<file path="config.mk">
export PLATFORM = sky130hd
export DESIGN_NAME = pport_regs
export DESIGN_NICKNAME = d
export VERILOG_FILES = /design/src/rtl/pport_pkg.sv /design/src/rtl/pport_sync.sv /design/src/rtl/pport_ackirq.sv /design/src/rtl/pport_hostregs.sv /design/src/rtl/pport_regs.sv
export SDC_FILE = /design/constraint.sdc
export NUM_CORES = 1
export LEC_CHECK = 0
export BUFFER_PORTS_ARGS = -buffer_cell sky130_fd_sc_hd__buf_2
export CORE_MARGIN = 2
export CORE_UTILIZATION = 45
export DETAILED_ROUTE_END_ITERATION = 10
export GPL_TIMING_DRIVEN = 0
export PLACE_DENSITY_LB_ADDON = 0.12
export REMOVE_ABC_BUFFERS = 1
export SYNTH_ARGS = -nofsm -noshare
export SYNTH_HDL_FRONTEND = slang
export SYNTH_SLANG_ARGS = --single-unit
</file>
<file path="constraint.sdc">
create_clock -name clk -period 1.6 [get_ports clk]
set_input_delay 0.32 -clock clk [delete_from_list [all_inputs] [get_ports clk]]
set_output_delay 0.32 -clock clk [all_outputs]
set_load 0.02 [all_outputs]
</file>
<file path="src/rtl/pport_pkg.sv">
package pport_pkg;

  typedef enum logic [2:0] {
    PM_SPP  = 3'b000,
    PM_BYTE = 3'b001,
    PM_FIFO = 3'b010,
    PM_EXT  = 3'b011,
    PM_EPP  = 3'b100,
    PM_RSV  = 3'b101,
    PM_TEST = 3'b110,
    PM_CFG  = 3'b111
  } pmode_e;

  localparam int unsigned AW = 3;

  localparam logic [AW-1:0] RA_DATA = 3'd0;
  localparam logic [AW-1:0] RA_STAT = 3'd1;
  localparam logic [AW-1:0] RA_CTRL = 3'd2;
  localparam logic [AW-1:0] RA_MODE = 3'd3;
  localparam logic [AW-1:0] RA_CFG  = 3'd4;

  localparam pmode_e RESET_MODE = PM_BYTE;

endpackage

</file>
<file path="src/rtl/pport_sync.sv">
module pport_sync #(
  parameter int unsigned W      = 1,
  parameter int unsigned STAGES = 2,
  parameter logic [W-1:0] RST_VAL = '0
) (
  input  logic         clk,
  input  logic         rst_n,
  input  logic [W-1:0] d,
  output logic [W-1:0] q
);

  logic [W-1:0] stg [STAGES];

  always_ff @(posedge clk or negedge rst_n) begin
    if (!rst_n) begin
      for (int i = 0; i < STAGES; i++) stg[i] <= RST_VAL;
    end else begin
      stg[0] <= d;
      for (int i = 1; i < STAGES; i++) stg[i] <= stg[i-1];
    end
  end

  assign q = stg[STAGES-1];

endmodule

</file>
<file path="src/rtl/pport_ackirq.sv">
module pport_ackirq (
  input  logic clk,
  input  logic rst_n,
  input  logic ack_s,
  input  logic edge_mode,
  input  logic clr,
  output logic flag
);

  logic ack_d;
  logic latch_q, latch_d;
  logic ack_rise;

  assign ack_rise = ack_s & ~ack_d;

  always_comb begin
    latch_d = latch_q;
    if (clr)                  latch_d = 1'b0;
    if (ack_rise && edge_mode) latch_d = 1'b1;  // set beats clear
  end

  always_ff @(posedge clk or negedge rst_n) begin
    if (!rst_n) begin
      ack_d   <= 1'b1;
      latch_q <= 1'b0;
    end else begin
      ack_d   <= ack_s;
      latch_q <= latch_d;
    end
  end

  assign flag = edge_mode ? latch_q : ack_s;

  // an edge seen in edge mode always leaves the latch set, even under a read
  a_r7_set_wins: assert property (@(posedge clk) disable iff (!rst_n)
    (ack_rise && edge_mode) |=> latch_q);

  // the latch only rises after an acknowledge edge
  a_r7_rise_src: assert property (@(posedge clk) disable iff (!rst_n)
    $rose(latch_q) |-> $past(ack_rise && edge_mode));

endmodule

</file>
<file path="src/rtl/pport_hostregs.sv">
module pport_hostregs
  import pport_pkg::*;
#(
  parameter int unsigned DW = 8
) (
  input  logic          clk,
  input  logic          rst_n,
  input  logic [AW-1:0] addr,
  input  logic          wr,
  input  logic          rd,
  input  logic [7:0]    wdata,
  input  logic          tmo_evt,
  output logic [DW-1:0] data_q,
  output logic [5:0]    ctrl_q,
  output pmode_e        mode_q,
  output logic          tmo_q
);

  logic   data_en, ctrl_en, mode_en;
  logic   stat_rd, stat_wr;
  logic   tmo_d;
  pmode_e mode_req;
  logic   mode_ok;

  assign data_en  = wr && (addr == RA_DATA);
  assign ctrl_en  = wr && (addr == RA_CTRL);
  assign stat_rd  = rd && (addr == RA_STAT);
  assign stat_wr  = wr && (addr == RA_STAT);
  assign mode_req = pmode_e'(wdata[7:5]);
  assign mode_ok  = (mode_q == PM_SPP) || (mode_q == PM_BYTE) ||
                    (mode_req == PM_SPP) || (mode_req == PM_BYTE);
  assign mode_en  = wr && (addr == RA_MODE) && mode_ok;

  always_comb begin
    tmo_d = tmo_q;
    if (stat_rd || (stat_wr && wdata[0])) tmo_d = 1'b0;
    if (tmo_evt)                          tmo_d = 1'b1;
  end

  always_ff @(posedge clk or negedge rst_n) begin
    if (!rst_n) begin
      data_q <= '0;
      ctrl_q <= '0;
      mode_q <= RESET_MODE;
      tmo_q  <= 1'b0;
    end else begin
      if (data_en) data_q <= wdata[DW-1:0];
      if (ctrl_en) ctrl_q <= wdata[5:0];
      if (mode_en) mode_q <= mode_req;
      tmo_q <= tmo_d;
    end
  end

  // leaving an extended mode only towards 000/001, entering only from them
  a_r10_mode_path: assert property (@(posedge clk) disable iff (!rst_n)
    (mode_q != $past(mode_q)) |->
      ($past(mode_q) inside {PM_SPP, PM_BYTE} || mode_q inside {PM_SPP, PM_BYTE}));

  // the timeout flag only rises after a timeout pulse
  a_r9_tmo_src: assert property (@(posedge clk) disable iff (!rst_n)
    $rose(tmo_q) |-> $past(tmo_evt));

endmodule

</file>
<file path="src/rtl/pport_regs.sv">
module pport_regs
  import pport_pkg::*;
#(
  parameter int unsigned DW          = 8,
  parameter int unsigned SYNC_STAGES = 2,
  parameter logic [7:0]  CFG_ID      = 8'h94
) (
  input  logic          clk,
  input  logic          rst_n,
  input  logic [AW-1:0] bus_addr,
  input  logic          bus_wr,
  input  logic          bus_rd,
  input  logic [7:0]    bus_wdata,
  output logic [7:0]    bus_rdata,
  input  logic [DW-1:0] pd_in,
  output logic [DW-1:0] pd_out,
  output logic          pd_oe,
  output logic          stb_low,
  output logic          afd_low,
  output logic          init_low,
  output logic          slin_low,
  input  logic          busy_in,
  input  logic          ack_in,
  input  logic          pe_in,
  input  logic          sel_in,
  input  logic          fault_in,
  input  logic          tmo_evt,
  output logic          irq
);

  localparam int unsigned NSTS = 5;
  localparam logic [NSTS-1:0] STS_RST = 5'b01000;  // acknowledge idles high

  // reset: asserted asynchronously, released on the clock
  logic [1:0] rst_q;
  logic       rst_i_n;

  always_ff @(posedge clk or negedge rst_n) begin
    if (!rst_n) rst_q <= 2'b00;
    else        rst_q <= {rst_q[0], 1'b1};
  end
  assign rst_i_n = rst_q[1];

  logic [NSTS-1:0] sts_s;
  logic [DW-1:0]   pd_s;
  logic            busy_s, ack_s, pe_s, sel_s, fault_s;

  pport_sync #(.W(NSTS), .STAGES(SYNC_STAGES), .RST_VAL(STS_RST)) u_sts_sync (
    .clk(clk), .rst_n(rst_i_n),
    .d({busy_in, ack_in, pe_in, sel_in, fault_in}), .q(sts_s));

  pport_sync #(.W(DW), .STAGES(SYNC_STAGES), .RST_VAL('0)) u_pd_sync (
    .clk(clk), .rst_n(rst_i_n), .d(pd_in), .q(pd_s));

  assign {busy_s, ack_s, pe_s, sel_s, fault_s} = sts_s;

  logic [DW-1:0] data_q;
  logic [5:0]    ctrl_q;
  pmode_e        mode_q;
  logic          tmo_q;

  pport_hostregs #(.DW(DW)) u_hostregs (
    .clk(clk), .rst_n(rst_i_n), .addr(bus_addr), .wr(bus_wr), .rd(bus_rd),
    .wdata(bus_wdata), .tmo_evt(tmo_evt),
    .data_q(data_q), .ctrl_q(ctrl_q), .mode_q(mode_q), .tmo_q(tmo_q));

  logic int_flag;
  logic stat_rd;
  logic edge_mode;
  logic dir_eff;
  logic ien;

  assign stat_rd   = bus_rd && (bus_addr == RA_STAT);
  assign edge_mode = (mode_q != PM_SPP);
  assign dir_eff   = edge_mode && ctrl_q[5];
  assign ien       = ctrl_q[4];

  pport_ackirq u_ackirq (
    .clk(clk), .rst_n(rst_i_n), .ack_s(ack_s), .edge_mode(edge_mode),
    .clr(stat_rd), .flag(int_flag));

  assign pd_out   = data_q;
  assign pd_oe    = ~dir_eff;
  assign stb_low  = ctrl_q[0];
  assign afd_low  = ctrl_q[1];
  assign init_low = ctrl_q[2];
  assign slin_low = ctrl_q[3];
  assign irq      = ien & int_flag;

  always_comb begin
    bus_rdata = '0;
    case (bus_addr)
      RA_DATA: bus_rdata = dir_eff ? pd_s : data_q;
      RA_STAT: bus_rdata = {~busy_s, ack_s, pe_s, sel_s, fault_s, int_flag, 1'b0, tmo_q};
      RA_CTRL: bus_rdata = {2'b00, dir_eff, ctrl_q[4:0]};
      RA_MODE: bus_rdata = {mode_q, 5'b0_0000};
      RA_CFG:  bus_rdata = CFG_ID;
      default: bus_rdata = '0;
    endcase
  end

  // standard mode never turns the data lines around
  a_r3_spp_drives: assert property (@(posedge clk) disable iff (!rst_i_n)
    (mode_q == PM_SPP) |-> pd_oe);

  // no interrupt while the enable bit is clear
  a_r8_irq_gate: assert property (@(posedge clk) disable iff (!rst_i_n)
    irq |-> ctrl_q[4]);

  // control readback upper bits stay zero
  a_r2_ctrl_upper: assert property (@(posedge clk) disable iff (!rst_i_n)
    (bus_addr == RA_CTRL) |-> (bus_rdata[7:6] == 2'b00));

  // identification byte is fixed
  a_r11_cfg_fixed: assert property (@(posedge clk) disable iff (!rst_i_n)
    (bus_addr == RA_CFG) |-> (bus_rdata == CFG_ID));

endmodule

</file>
[Word level (Yosys, flattened, before mapping)]
Cells that the tools add are included.
Storage, ports and cells
  register bits: 48
  bits of input ports: 29
Cells by class
  equality and inequality tests: 6
  mux-type cells: 7
  bitwise gates (word level): 5
  reduce and logical (&&, ||, !) cells: 19
Operator list (count)
  8-bit case mux with 5 select lines: 1
  3-bit by 1-bit == test with 1-bit output, second input constant: 3
  1-bit logical AND: 9
  3-bit zero test: 3
  8-bit 2-to-1 mux: 1
  3-bit by 2-bit == test with 1-bit output, second input constant: 2
  1-bit 2-to-1 mux: 5
  1-bit logical OR: 4
  2-bit nonzero test: 2
  3-bit == test, second input constant: 1
  1-bit inverter: 3
  3-bit nonzero test: 1
  1-bit bitwise AND: 2

[Longest topological paths before layout]
  word-level depth: 6
  mapped depth: 5
  mapped depth without buffers: 3

[Cells and area by module]
A second synthesis with hierarchy kept.
Unflattened totals
  cells, all modules: 147
  area, all modules: 1980.6 sq um
Modules (own cells, without submodules)
  pport_hostregs: times used 1, cells an instance 44, area each 725.7 sq um
  pport_sync at u_pd_sync: times used 1, cells an instance 24, area each 460.4 sq um
  pport_regs: times used 1, cells an instance 58, area each 424.2 sq um
  pport_sync at u_sts_sync: times used 1, cells an instance 15, area each 290.3 sq um
  pport_ackirq: times used 1, cells an instance 6, area each 80.1 sq um

[Least setup slack after synthesis]
OpenSTA, ideal clock, no wires.
  kind: flip-flop to output port
  start: register u_hostregs.mode_q[1]
  end: output bus_rdata[2]
  data arrival time: 1364 ps
  data required time: 1280 ps
  path slack: -84 ps
  stages on the path, launching flop included: 5
  path buffers: 1
  cell sequence: dfrtp_1 > o31ai_1 > buf_4 > mux2i_1 > o221ai_1
Between the ends
  cells in the longest elaborated chain, start to end: 4
  elaborated cells between the ends (all ways): 5
  classes of those cells: 3 x mux; 2 x reduce/logical
RTL lines
  from (decl): line pport_hostregs.sv:15  | output pmode_e mode_q,
  from (signal assigned): line pport_hostregs.sv:49  | if (mode_en) mode_q <= mode_req;
  3-bit nonzero test (*): line pport_regs.sv:74  | assign edge_mode = (mode_q != PM_SPP);
  1-bit logical AND: line pport_regs.sv:75  | assign dir_eff = edge_mode && ctrl_q[5];
  8-bit 2-to-1 mux: line pport_regs.sv:93  | RA_DATA: bus_rdata = dir_eff ? pd_s : data_q;
  8-bit case mux with 5 select lines (*): line pport_regs.sv:92  | case (bus_addr)
  to (decl): line pport_regs.sv:14  | output logic [7:0] bus_rdata,
Every way passes the cells marked *; elsewhere a longest branch is shown, timed or not.

[Worst setup path after layout]
Ends and elaborated chain as after synthesis.

==> run_results.csv <==
group,metric,value,unit
detailed_routing,dr_total_vias,1250,
clock_tree,worst_skew_pair.late_latency,290,ps
clock_tree,cts.clk_slew.worst_paths,80,ps
clock_tree,cts_tree,"yes",
worst_setup_path,r2r_setup_slack,150,ps
detailed_routing,ant_nets,0,
logic_synthesis,synth-simple-area-share,10.4,%
logic_synthesis,muxShareOfSynthArea,16.6,%
clock_tree,cts_sinks,48,
worst_setup_path,critPathKind,"register to primary output",
detailed_routing,vias_per_cell,5.21,
placement,dp_hpwl,2780,µm
timing,fin_crit_sh,127,%
detailed_routing,drt_iter0_drc,67,
finish,n_antenna_cell,0,
clock_tree,cts_made_buffers,5,
logic_synthesis,synth-xor-area-share,0,%
die,fp.dieH,69.4,µm
global_route,grt_use_met2,29.2,%
worst_hold_path,holdPathEnd,"u_pd_sync.stg[8]",
placement,gp_congestion,0.798,
worst_setup_path,path_max_fanout,6,
logic_synthesis,synth_compound_area_share,6.76,%
worst_setup_path,end_kind,"primary output",
clock_tree,clk_path_buf_depth,2,
placement,port_buffers,50,
detailed_routing,dr.pass1.iters,4,
die,die_width,69.4,µm
detailed_routing,drc,0,
power,p_int,2.07,mW
power,combPwrFrac,26.8,%
global_route,grt_pass1_vias,1342,
global_route,grt_pass1_wl,6440,µm
power,power.leakage,1.11,nW
outcome,status,"finished with violations",
global_route,antenna_found_initial,0,
die,coreArea,4060,µm²
die,initial_core_util,47.5,%
job,drv_cap,0,
power,sw_frac_of_total,30.4,%
logic_synthesis,syn_avg_cell_area,14.7,µm²
detailed_routing,wirelength,3860,µm
finish,fin_nets,218,
logic_synthesis,synth_edf_count,0,
die,row_count,23,
global_route,busiest_layer,"met2",
worst_setup_path,critPathArrivalTime,1710,ps
worst_setup_path,regToRegStartpoint,"u_hostregs.mode_q[1]",
finish,drive_gt1_share,47.4,%
timing,slew_violations,0,
worst_hold_path,holdPathStages,1,
logic_synthesis,synth_warnings,0,
logic_synthesis,ys_seq_area_share,62.6,%
clock_tree,htreeDepth,2,
power,p_sw,0.905,mW
global_route,grtUsageMet3,3.92,%
finish,fin_cells,240,
finish,syn2layout_area_growth,23.6,%
logic_synthesis,synth-async-reset-ratio,100,%
placement,dp.cells,225,
logic_synthesis,ys.flop_type,"dfrtp_1",
logic_synthesis,syn_inst,131,
timing,fin_crit,2030,ps
power,max-vdd-ir-drop,0.739,mV
global_route,grt_max_degree,29,
detailed_routing,wire_per_inst,16.1,µm
timing,fin_tns_setup,-3100,ps
worst_setup_path,rr_endpoint,"u_hostregs.mode_q[1]",
power,power_density,1250,nW/µm²
timing,rsz0062_at_grt,"true",
die,num_io_pins,51,
worst_setup_path,cp.required,1280,ps
logic_synthesis,yosys.area_share.adder,0,%
global_route,grt_overflow,0,
power,report.power.total,2.98,mW
global_route,grt_use_met1,21.5,%
clock_tree,cts_root_buf,"clkbuf_8",
worst_setup_path,crit_start,"u_hostregs.mode_q[1]",
die,die-area,4820,µm²
outcome,violations,"setup timing",
worst_hold_path,holdCritPathClass,"input pin to register",
timing,fmax,494,MHz
power,clockPowerShare,22.9,%
timing,clock_skew,3.94,ps
power,pwr-share-seq,50.3,%
timing,final-setup-viol-count,10,
worst_hold_path,worstHoldStart,"pd_in[0]",
timing,final-hold-violation-count,0,
worst_setup_path,r2r_cells,4,
logic_synthesis,synth_top_family_by_area,"multiplexers",
logic_synthesis,synth_cell_type_count,34,
worst_setup_path,cp-start-kind,"register",
logic_synthesis,netlist_area,1930,µm²
logic_synthesis,synth_seq_cells,48,
timing,fin_ws,-426,ps
global_route,grt_use_total,17.1,%
[what timing repair did]
action | in CTS | in global routing
resized for setup | 3 | 5
setup endpoints to repair | 10 | 12
hold buffers | 1 | 0
endpoints found under the hold margin | 2 | 0
buffers inserted | 3 | 3
pin swaps | 2 | 2
[layout by cell type, fill, tap and decap left out, types with 4 or more instances in the layout]
cell type / instances
clkbuf_8: 5
mux2_4: 7
buf_2: 48
mux2_1: 8
a21o_1: 5
mux2_2: 4
nand2b_1: 4
dfstp_2: 4
dfrtp_1: 41
nand3b_1: 8
o21ai_1: 6
buf_4: 8
mux2i_1: 8
[cell type report]
class                           instances  area [µm²]
Clock inverter                          2        12.5
Timing Repair Buffer                   59         342
Multi-Input combinational cell         75         681
Fill cell                             335        1680
Sequential cell                        48        1210
Clock buffer                            6        72.6
Tap cell                               50        62.6
[cell usage after synthesis (all sizes together) (2+ instances only)]
cell    instances  area (µm²)
nand3b          8        60.1
dfrtp          44        1100
buf             7        61.3
a32oi           2        17.5
o21ai           7        35.0
dfstp           4         105
a21oi           2        10.0
nand2b          4        25.0
and2            2        12.5
mux2           19         240
nand2           3        11.3
a21o            5        37.5
nor3            2        15.0
mux2i           8        80.1
nor3b           2        20.0
[registers in the layout, indices dropped and copies added, names as in the netlist]
signal,flops
u_hostregs.ctrl_q,6
rst_q,2
u_ackirq.latch_q,1
u_hostregs.data_q,8
u_pd_sync.stg,8
u_ackirq.ack_d,1
u_sts_sync.stg,5
u_pd_sync.q,8
u_sts_sync.q,5
u_hostregs.tmo_q,1
u_hostregs.mode_q,3
[critical path, cell delays in order (launching register included)]
cell,delay (ps)
dfrtp_2,440
o31ai_4,260
buf_6,180
mux2i_1,220
o221ai_1,130
buf_2,180
[worst max path at each step]
stage | end | slack, ps | depth (start not counted)
after floorplan | bus_rdata[2] | -1160 | 3
after global placement | bus_rdata[2] | -1400 | 4
after detailed placement | bus_rdata[2] | -510 | 5
after CTS | bus_rdata[2] | -450 | 5
after global routing | bus_rdata[2] | -480 | 5
final | bus_rdata[2] | -430 | 5
[power groups by stage]
stage	combinational, mW	clock [mW]	sequential [mW]
floorplan	0.356	0	1.57
global placement	0.647	0	1.51
detailed placement	0.696	0	1.51
CTS	0.750	0.709	1.50
global route	0.854	0.753	1.52
finish	0.798	0.683	1.50
[per-layer routing]
layer	share of wire [%]	vias to the layer above	wire, µm
li1	-	578	-
met1	42	635	1640
met2	52	32	2020
met3	4.2	5	162
met4	1.0	0	40
met5	0	-	0
[metrics by stage]
stage	area [µm²]	hold slack, ps	setup WS [ps]	utilization, %
detailed placement	2210	106	-509	54.5
global placement	2170	104	-1400	53.6
floorplan	1860	24.4	-1160	-
global route	2380	109	-478	58.6
CTS	2340	117	-447	57.7
finish	2380	127	-426	58.6
[logic make-up (layout without fill, tap and decap cells)]
kind of cell           Yosys count  in the layout
flip-flops                      48             48
multiplexers                    27             27
AND/OR/NAND/NOR                 27             27
AO/OA/AOI/OAI                   20             20
buffers and inverters            8             67
other                            1              1
No activity file was read; power rests on OpenSTA's default activity.
